$ cat src/rtl/wscan_pkg.sv
package wscan_pkg;

    localparam int CFG_W    = 8;
    localparam int CLR_W    = 4;
    localparam int CODE_W   = 3;

    typedef struct packed {
        logic [CLR_W-1:0]  clr;     // clr[i] clears channel i
        logic [CODE_W-1:0] code;
        logic              int_en;
    } cfg_t;

    // Byte MSB is the clear bit of channel 0, so the clear field is reversed.
    function automatic cfg_t decode_cfg(input logic [CFG_W-1:0] b);
        cfg_t c;
        for (int i = 0; i < CLR_W; i++) begin
            c.clr[i] = b[CFG_W-1-i];
        end
        c.code   = b[CODE_W:1];
        c.int_en = b[0];
        return c;
    endfunction

    function automatic logic outside_window(input logic [15:0] val,
                                            input logic [15:0] lo,
                                            input logic [15:0] hi);
        return (val < lo) || (val > hi);
    endfunction

endpackage

$ cat src/rtl/wscan_rate.sv
module wscan_rate
    import wscan_pkg::*;
#(
    parameter int BASE_DIV = 4,
    parameter int NCH      = 4
) (
    input  logic                     clk,
    input  logic                     rst,
    input  logic [CODE_W-1:0]        code,
    input  logic [$clog2(NCH)-1:0]   last_ch,
    output logic                     start,
    output logic [$clog2(NCH)-1:0]   start_ch
);
    localparam int BW     = $clog2(BASE_DIV);
    localparam int PCNT_W = (1 << CODE_W) - 1;
    localparam int CH_W   = $clog2(NCH);

    logic [BW-1:0]     bcnt;
    logic [PCNT_W-1:0] pcnt;
    logic [PCNT_W:0]   one_sh;
    logic [PCNT_W-1:0] mask;
    logic              tick;
    logic [CH_W-1:0]   idx;

    assign tick   = (bcnt == BW'(BASE_DIV - 1));
    assign one_sh = {{PCNT_W{1'b0}}, 1'b1} << code;
    assign mask   = one_sh[PCNT_W-1:0] - {{(PCNT_W-1){1'b0}}, 1'b1};
    assign start  = tick && ((pcnt & mask) == mask);
    assign start_ch = idx;

    always_ff @(posedge clk) begin
        if (rst) begin
            bcnt <= '0;
            pcnt <= '0;
            idx  <= '0;
        end else begin
            bcnt <= tick ? '0 : bcnt + 1'b1;
            if (tick) begin
                pcnt <= pcnt + 1'b1;
            end
            if (start) begin
                idx <= (idx >= last_ch) ? '0 : idx + 1'b1;
            end
        end
    end

endmodule

$ cat src/rtl/wscan_win.sv
module wscan_win
    import wscan_pkg::*;
#(
    parameter int NCH   = 4,
    parameter int RES_W = 10
) (
    input  logic [RES_W-1:0]       res,
    input  logic [$clog2(NCH)-1:0] ch,
    input  logic [NCH*RES_W-1:0]   lo_flat,
    input  logic [NCH*RES_W-1:0]   hi_flat,
    output logic                   outside
);
    logic [RES_W-1:0] lo_sel;
    logic [RES_W-1:0] hi_sel;

    assign lo_sel  = lo_flat[ch*RES_W +: RES_W];
    assign hi_sel  = hi_flat[ch*RES_W +: RES_W];
    assign outside = outside_window(16'(res), 16'(lo_sel), 16'(hi_sel));

endmodule

$ cat src/rtl/wscan_alarm.sv
module wscan_alarm #(
    parameter int NCH = 4
) (
    input  logic                   clk,
    input  logic                   rst,
    input  logic                   hit,
    input  logic [$clog2(NCH)-1:0] hit_ch,
    input  logic                   clr_wr,
    input  logic [NCH-1:0]         clr_mask,
    input  logic                   alert_ack,
    input  logic                   int_en,
    output logic [NCH-1:0]         alarm,
    output logic                   int_act
);
    logic [NCH-1:0] set_vec;
    logic [NCH-1:0] alarm_nxt;
    logic           new_evt;
    logic           muted;
    logic           muted_nxt;

    for (genvar i = 0; i < NCH; i++) begin : g_ch
        assign set_vec[i]   = hit && (hit_ch == i);
        // a fresh hit outranks a clear in the same cycle
        assign alarm_nxt[i] = set_vec[i] | (alarm[i] & ~(clr_wr & clr_mask[i]));
    end

    assign new_evt = |(set_vec & ~alarm);

    always_comb begin
        muted_nxt = muted;
        if (new_evt) begin
            muted_nxt = 1'b0;
        end else if (alert_ack && (|alarm)) begin
            muted_nxt = 1'b1;
        end else if (~|alarm_nxt) begin
            muted_nxt = 1'b0;
        end
    end

    always_ff @(posedge clk) begin
        if (rst) begin
            alarm <= '0;
            muted <= 1'b0;
        end else begin
            alarm <= alarm_nxt;
            muted <= muted_nxt;
        end
    end

    assign int_act = int_en && (|alarm) && !muted;

endmodule

$ cat src/rtl/wscan_top.sv
module wscan_top
    import wscan_pkg::*;
#(
    parameter int NCH      = 4,
    parameter int RES_W    = 10,
    parameter int BASE_DIV = 4
) (
    input  logic                     clk,
    input  logic                     rst,
    input  logic                     cfg_wr,
    input  logic [7:0]               cfg_byte,
    input  logic [$clog2(NCH)-1:0]   last_ch,
    input  logic [NCH*RES_W-1:0]     lo_thr,
    input  logic [NCH*RES_W-1:0]     hi_thr,
    input  logic                     conv_done,
    input  logic [RES_W-1:0]         conv_res,
    input  logic [$clog2(NCH)-1:0]   conv_ch,
    input  logic                     alert_ack,
    output logic                     conv_start,
    output logic [$clog2(NCH)-1:0]   conv_start_ch,
    output logic [NCH-1:0]           alarm,
    output logic                     int_drive_low
);
    cfg_t              cfg_in;
    logic [CODE_W-1:0] code_q;
    logic              int_en_q;
    logic              outside;

    assign cfg_in = decode_cfg(cfg_byte);

    always_ff @(posedge clk) begin
        if (rst) begin
            code_q   <= '0;
            int_en_q <= 1'b0;
        end else if (cfg_wr) begin
            code_q   <= cfg_in.code;
            int_en_q <= cfg_in.int_en;
        end
    end

    wscan_rate #(.BASE_DIV(BASE_DIV), .NCH(NCH)) u_rate (
        .clk      (clk),
        .rst      (rst),
        .code     (code_q),
        .last_ch  (last_ch),
        .start    (conv_start),
        .start_ch (conv_start_ch)
    );

    wscan_win #(.NCH(NCH), .RES_W(RES_W)) u_win (
        .res     (conv_res),
        .ch      (conv_ch),
        .lo_flat (lo_thr),
        .hi_flat (hi_thr),
        .outside (outside)
    );

    wscan_alarm #(.NCH(NCH)) u_alarm (
        .clk       (clk),
        .rst       (rst),
        .hit       (conv_done && outside),
        .hit_ch    (conv_ch),
        .clr_wr    (cfg_wr),
        .clr_mask  (cfg_in.clr[NCH-1:0]),
        .alert_ack (alert_ack),
        .int_en    (int_en_q),
        .alarm     (alarm),
        .int_act   (int_drive_low)
    );

endmodule

$ cat config.mk
export PLATFORM = sky130hd
export DESIGN_NAME = wscan_top
export DESIGN_NICKNAME = d
export VERILOG_FILES = /design/src/rtl/wscan_pkg.sv /design/src/rtl/wscan_rate.sv /design/src/rtl/wscan_win.sv /design/src/rtl/wscan_alarm.sv /design/src/rtl/wscan_top.sv
export SDC_FILE = /design/constraint.sdc
export NUM_CORES = 1
export LEC_CHECK = 0
export ABC_AREA = 1
export ABC_CLOCK_PERIOD_IN_PS = 2650
export CORE_MARGIN = 2
export CORE_UTILIZATION = 40
export DETAILED_ROUTE_END_ITERATION = 10
export DONT_BUFFER_PORTS = 1
export GPL_TIMING_DRIVEN = 0
export PLACE_DENSITY = 0.55
export SYNTH_ARGS = -nofsm -noshare
export SYNTH_HDL_FRONTEND = slang
export SYNTH_SLANG_ARGS = --single-unit
export TNS_END_PERCENT = 1
$ cat constraint.sdc
create_clock -name clk -period 2.65 [get_ports clk]
set_input_delay 0.1325 -clock clk [delete_from_list [all_inputs] [get_ports clk]]
set_output_delay 0.1325 -clock clk [all_outputs]
set_load 0.005 [all_outputs]
Word-level counts from Yosys, hierarchy flattened. Index checks and enable logic that the tools add are counted. W data, S select, Z words.

Bits in registers: 20. Latch bits: 0. RAM bits: 0. Memory bits (read-only): 0. Input bits: 107. Output and inout bits: 8. Logic and storage cells: 62. Memories kept: 0.

Add/subtract/negate cells: 4. $mul: 1. Divide/modulo/power cells: 0. $lt $le $gt $ge: 3. Equality and inequality tests: 6. Shift-type cells: 3. Muxes and demuxes: 3. Bitwise logic cells: 19. Reductions and logical operators: 16.

Operators by type and width (number): $shiftx A40 B7 Y10 (2); $gt A10 B10 Y1 (1); $lt A10 B10 Y1 (1); $logic_and A1 B1 Y1 (9); $and A1 B1 Y1 (8); $reduce_or A4 Y1 (2); $add A7 B1 Y7 const B (1); $and A7 B7 Y7 (1); $eq A7 B7 Y1 (1); $shl A1 B3 Y7 const A (1); $sub A7 B1 Y7 const B (1); $eq A2 B2 Y1 const B (3); $mul A2 B3 Y5 const B (1); $reduce_or A5 Y1 (1); $add A2 B1 Y2 const B (2); $and A4 B4 Y4 (1); $not A1 Y1 (4); $not A4 Y4 (1); $or A1 B1 Y1 (4); $eq A2 B1 Y1 const B (1); $ge A2 B2 Y1 (1); $logic_not A2 Y1 (1); $mux W1 (2); $mux W2 (1); other kinds (4) (4).

Longest topological paths before layout.
Depth after elaboration: 10. Depth in mapped cells: 19. Mapped depth without buffers: 18.

Modules after synthesis. Synthesis repeated with hierarchy kept, for this count alone.

Cells, all modules: 335. Area, all modules: 2157.1 um^2.

Modules (own cells, without submodules): wscan_win (instances 1, cells an instance 180, area an instance 1101.1 um^2, seq. area each 0.0 um^2); wscan_rate (instances 1, cells an instance 80, area an instance 596.8 um^2, seq. area each 220.2 um^2); wscan_alarm (instances 1, cells an instance 47, area an instance 279.0 um^2, seq. area each 100.1 um^2); wscan_top (instances 1, cells an instance 28, area an instance 180.2 um^2, seq. area each 80.1 um^2).

Worst setup path before layout. Ideal clock, no wire load.

Path kind: input to register. Start: input conv_ch[1]. End: register u_alarm.muted. Library setup time: 0.114 ns. Arrival: 2.089 ns. Required time: 2.536 ns. Setup slack: 0.448 ns. Stages: 17. Buffers on the path: 2. Cells stage by stage: inv_1 > nor2_1 > clkbuf_1 > buf_2 > a221oi_1 > ha_1 > inv_1 > nor2_1 > o211a_1 > o21ai_4 > nand2_4 > nand3_2 > nand2_1 > nor2_1 > nand2_1 > nand2_1 > a21oi_2.

Longest elaborated chain between the ends: 9. Elaborated cells on any way between the ends: 23. Classes of those cells: 1 x mul; 2 x order compare; 4 x eq/ne; 2 x shift; 5 x bitwise; 9 x reduce/logical.

RTL lines: from (decl) (line wscan_top.sv:17) `input logic [$clog2(NCH)-1:0] conv_ch,`; $mul A2 B3 Y5 (line wscan_win.sv:16, wscan_win.sv:17); $shiftx A40 B7 Y10, on equally long branches (line wscan_win.sv:16, wscan_win.sv:17); $lt A10 B10 Y1 / $gt A10 B10 Y1 (equally long branches) (line wscan_pkg.sv:27) `return (val < lo) || (val > hi);`; $logic_or A1 B1 Y1 (line wscan_pkg.sv:27); $logic_and A1 B1 Y1 (line wscan_top.sv:61) `.hit (conv_done && outside),`; $logic_and A1 B1 Y1 (line wscan_alarm.sv:22) `assign set_vec[i] = hit && (hit_ch == i);`; $or A1 B1 Y1 (line wscan_alarm.sv:24) `assign alarm_nxt[i] = set_vec[i] | (alarm[i] & ~(clr_wr & clr_mask[i]));`; $reduce_or A4 Y1 (line wscan_alarm.sv:35) `end else if (~|alarm_nxt) begin`; $ne A2 B1 Y1 (no source line); to (signal assigned) (line wscan_alarm.sv:46) `muted <= muted_nxt;`; to (decl) (line wscan_alarm.sv:18) `logic muted;`.

Parallel ways exist; a longest one is shown, timed or not. A chain may end at the register's enable or synchronous reset.

Worst setup path in the final report. Same ends and word-level chain as after synthesis.

==> run summary <==
Power
- 439 nW/um^2 — pwr/cell area
- 0.315 mV — Max IR drop VDD
- 0.285 — Sw Share
- 0.622 mW — cell-internal power
- 0.903 nW — leakage power
- 0.352 — part of the total power dissipated in the clock network
- 0.248 mW — Net Sw Power
- 0.272 — combinational cell fraction of total power
- 0.376 — proportion of power drawn by flip-flops and latches

Min path
- int_en_q — hold endpoint
- cfg_byte[0] — launch point of the worst hold path
- 2 — worst hold path depth
- input pin to register — worst hold-check path type

Clocking
- 80 ps — Clock transition at path regs
- 260 ps — clock insertion delay at the later pin of the skew report
- yes — TritonCTS clock tree
- 1 — # H-tree levels
- 2 — Clock Tree Buf Depth
- sky130_fd_sc_hd__clkbuf_8 — root cell of the clock tree
- 20 — CTS sink count
- 3 — Num CTS Buffers

Setup path
- sky130_fd_sc_hd__clkbuf_1 — critical-path cell with the highest stage delay
- register — endpoint class of the critical path
- 2480 ps — WP data arrival
- u_rate.start_ch[0] — beginning of the worst register-to-register path
- inv_1, nor2_1, clkbuf_1, buf_2, a221oi_1, ha_1, nand2_1, inv_1, nand3_1, inv_1, a21oi_1, nand2_2, nand2_4, nand3_2, nand2_1, nor2_1, nand2_1, nand2_1, a21oi_2 — cell chain of the critical path
- 6 — worst-case reg-to-reg path depth
- 10 — maximum fanout encountered on the critical timing path
- sky130_fd_sc_hd__nand2_1 — most frequent cell on the critical path
- 1060 ps — R2R Setup Slk
- input pin — launching element type of the critical path
- u_rate.start_ch[1] — R2R Path End
- 2850 ps — required time worst endpoint
- simple AND/OR/NAND/NOR gates — largest delay contributor family on the critical path
- 400 ps — critical path's largest stage delay
- 19 — cell depth of the worst setup path
- 5 — Crit path buffers/inverters
- input pin to register — type of the setup path with the least slack

Timing
- 482 ps — Worst Tran Pin Value
- 0 — Pins Over Slew Limit
- 0.860 — final clock period utilization by the worst path
- 1.92 ps — clk_skew
- 0 — final setup violation count
- 439 MHz — highest attainable clock frequency
- 0.679 — headroom to the max-slew limit
- 371 ps — Setup WS post-layout
- 2280 ps — Final Critical Period
- no — RSZ-0062 raised after global routing
- 0 ps — Total Neg Setup Slack
- 0 — Final Hold Fails

Yosys
- 0 — Post-synth ARST share
- 260 — cell count after synthesis
- 1840 sq um — Netlist Area Pre-Place
- 27 — number of distinct library cells after synthesis
- 0 — synthesis warning total
- 7.06 sq um — mean cell area of the mapped netlist
- 390 — synthesized net count
- 0.218 — part of the Yosys area used for sequential elements
- 20 — flip-flop and latch count after synthesis
- 0 — number of flops mapped to enable cells by yosys
- sky130_fd_sc_hd__dfxtp_1 — primary flip-flop cell chosen by synthesis mapping

Place
- 1900 sq um — Placement Cell Area
- 0 — number of buffers inserted by port buffering
- 91.6 ps — worst slack at placement
- 0.743 — global placement routability congestion
- 4.23 mm — half-perimeter wire length after placement

Routing
- 15.6 microns — routed length per placed instance
- 0 — count of antenna-violating nets left after detailed routing
- 1823 — number of vias after detailed routing
- 4 — first drt pass iteration count
- 4.95 mm — total length of routed wires
- 39 — Iter 0 DRT Violations
- 0 — Post-route DRC
- 5.75 — average via count per standard cell

Die
- 71.8 microns — chip height
- 4380 sq um — area of the core
- 71.8 microns — die width
- 115 — boundary pin count
- 24 — number of placement rows
- 0.419 — effective utilization at floorplan
- 5150 sq um — area enclosed by the die boundary

GRT
- 0.204 — total track usage
- 8.47 mm — first-pass GRT wire length
- 13 — pin count of the biggest net entering global routing
- 0 — gr ovfl total
- 0 — initial antenna violation count
- 1841 — number of global-route vias before repair

Run
- 0 — max_cap viols

Final layout
- 0.0566 — share of final-layout standard cells stronger than drive strength 1
- 0 — antenna diode count
- 396 — final net count
- 1980 sq um — Finished Cell Area
- 7.97% — Area growth, synth to finish
- 0.452 — end-of-flow core utilization
- 466 — filler cell count in the final layout

Outcome
- completed — status

==> how the worst max path moves through the flow <==
stage	from	end	slack, ps
6_report	conv_ch[1]	u_alarm.muted	370
5_1_grt	conv_ch[1]	u_alarm.muted	70
4_1_cts	conv_ch[1]	u_alarm.muted	350
3_5_place_dp	conv_ch[0]	u_alarm.muted	90
3_3_place_gp	conv_ch[1]	u_alarm.muted	60
2_1_floorplan	conv_ch[1]	u_alarm.muted	450
==> flip-flops by register name (all words and copies together) (netlist names) <==
signal and count:
u_alarm.muted 1, u_rate.start_ch 2, u_rate.bcnt 2, u_alarm.alarm 4, code_q 3, int_en_q 1
u_rate.pcnt 7
==> through the flow <==
stage	hold WS, ps	std cells	power (mW)
6_report	2.85	317	0.870
5_1_grt	15.0	317	0.944
2_1_floorplan	211	260	0.527
3_3_place_gp	214	312	0.570
4_1_cts	1.13	317	0.883
3_5_place_dp	216	312	0.573
==> routing by layer <==
metal | global-route usage | vias to the layer above | routed length [microns]
met1 | 0.266 | 806 | 2260
met5 | 0 | - | 0
met3 | 0.0633 | 4 | 468
met4 | 0.0252 | 0 | 21
li1 | - | 944 | -
met2 | 0.341 | 69 | 2200
==> cells in the mapped netlist, types with 2 or more instances <==
master	instances	share of area
sky130_fd_sc_hd__buf_2	2	0.0054
sky130_fd_sc_hd__o21ai_1	2	0.0054
sky130_fd_sc_hd__a21oi_1	21	0.057
sky130_fd_sc_hd__a22oi_1	2	0.0082
sky130_fd_sc_hd__ha_1	23	0.16
sky130_fd_sc_hd__nor3_1	9	0.025
sky130_fd_sc_hd__clkbuf_1	7	0.014
sky130_fd_sc_hd__inv_1	27	0.055
sky130_fd_sc_hd__nand4_1	3	0.010
sky130_fd_sc_hd__nor2_1	29	0.059
sky130_fd_sc_hd__a22o_1	18	0.086
sky130_fd_sc_hd__o21a_1	2	0.0082
sky130_fd_sc_hd__a211oi_1	2	0.0082
sky130_fd_sc_hd__nand2_1	52	0.11
sky130_fd_sc_hd__a221oi_1	18	0.086
sky130_fd_sc_hd__dfxtp_1	20	0.22
sky130_fd_sc_hd__o21ai_0	10	0.027
sky130_fd_sc_hd__nand3_2	4	0.022
==> cell families (layout without fill, tap and decap cells) <==
kind of cell             after synthesis  after routing  share of synthesized area
flip-flops                            20             20                      0.218
buffers and inverters                 36             41                     0.0749
AO/OA/AOI/OAI                         78             78                      0.305
adder cells (fa/ha/maj)               23             23                      0.157
AND/OR/NAND/NOR                      103            103                      0.245
==> final cells by class <==
type | count | area, sq um | area share
inverter | 27 | 101 | 0.0511
timing repair buffer | 1 | 10.0 | 0.00505
buffer | 9 | 36.3 | 0.0183
sequential | 20 | 400 | 0.202
clock inverter | 1 | 30.0 | 0.0151
clock buffer | 3 | 41.3 | 0.0208
tap | 52 | 65.1 | 0.0328
multi-input combinational | 204 | 1300 | 0.655
==> cell usage in the layout, fill, tap and decap left out <==
cell,Yosys,routed
sky130_fd_sc_hd__nand2_1,52,52
sky130_fd_sc_hd__nor2_1,29,29
sky130_fd_sc_hd__inv_1,27,27
sky130_fd_sc_hd__ha_1,23,23
sky130_fd_sc_hd__a21oi_1,21,21
sky130_fd_sc_hd__dfxtp_1,20,20
sky130_fd_sc_hd__a22o_1,18,18
sky130_fd_sc_hd__a221oi_1,18,18
sky130_fd_sc_hd__o21ai_0,10,10
sky130_fd_sc_hd__nor3_1,9,9
sky130_fd_sc_hd__clkbuf_1,7,7
sky130_fd_sc_hd__nand3_2,4,4
sky130_fd_sc_hd__nand4_1,3,3
sky130_fd_sc_hd__clkbuf_8,0,3
sky130_fd_sc_hd__o21a_1,2,2
sky130_fd_sc_hd__buf_2,2,2
sky130_fd_sc_hd__a22oi_1,2,2
sky130_fd_sc_hd__a211oi_1,2,2
sky130_fd_sc_hd__o21ai_1,2,2
sky130_fd_sc_hd__nor4_1,1,1
sky130_fd_sc_hd__nand3_1,1,1
sky130_fd_sc_hd__nand2_2,1,1
sky130_fd_sc_hd__o211a_1,1,1
sky130_fd_sc_hd__o21ai_4,1,1
sky130_fd_sc_hd__nand2_4,1,1
sky130_fd_sc_hd__or2_2,1,1
sky130_fd_sc_hd__nor3b_1,1,1
sky130_fd_sc_hd__a21oi_2,1,1
sky130_fd_sc_hd__bufinv_16,0,1
sky130_fd_sc_hd__dlygate4sd3_1,0,1
==> power groups by stage <==
stage | Combinational (mW) | Sequential, mW | Clock, mW
after floorplan | 0.196 | 0.331 | 0
after global placement | 0.236 | 0.335 | 0
after detailed placement | 0.238 | 0.334 | 0
after CTS | 0.241 | 0.328 | 0.315
after global routing | 0.282 | 0.330 | 0.331
final | 0.237 | 0.327 | 0.306
==> repair_timing <==
item	in CTS	in global routing
hold buffers	1	0
hold endpoints to repair	2	0
resized for setup	0	0
buffers inserted	0	0
No activity file was read; power rests on OpenSTA's default activity.
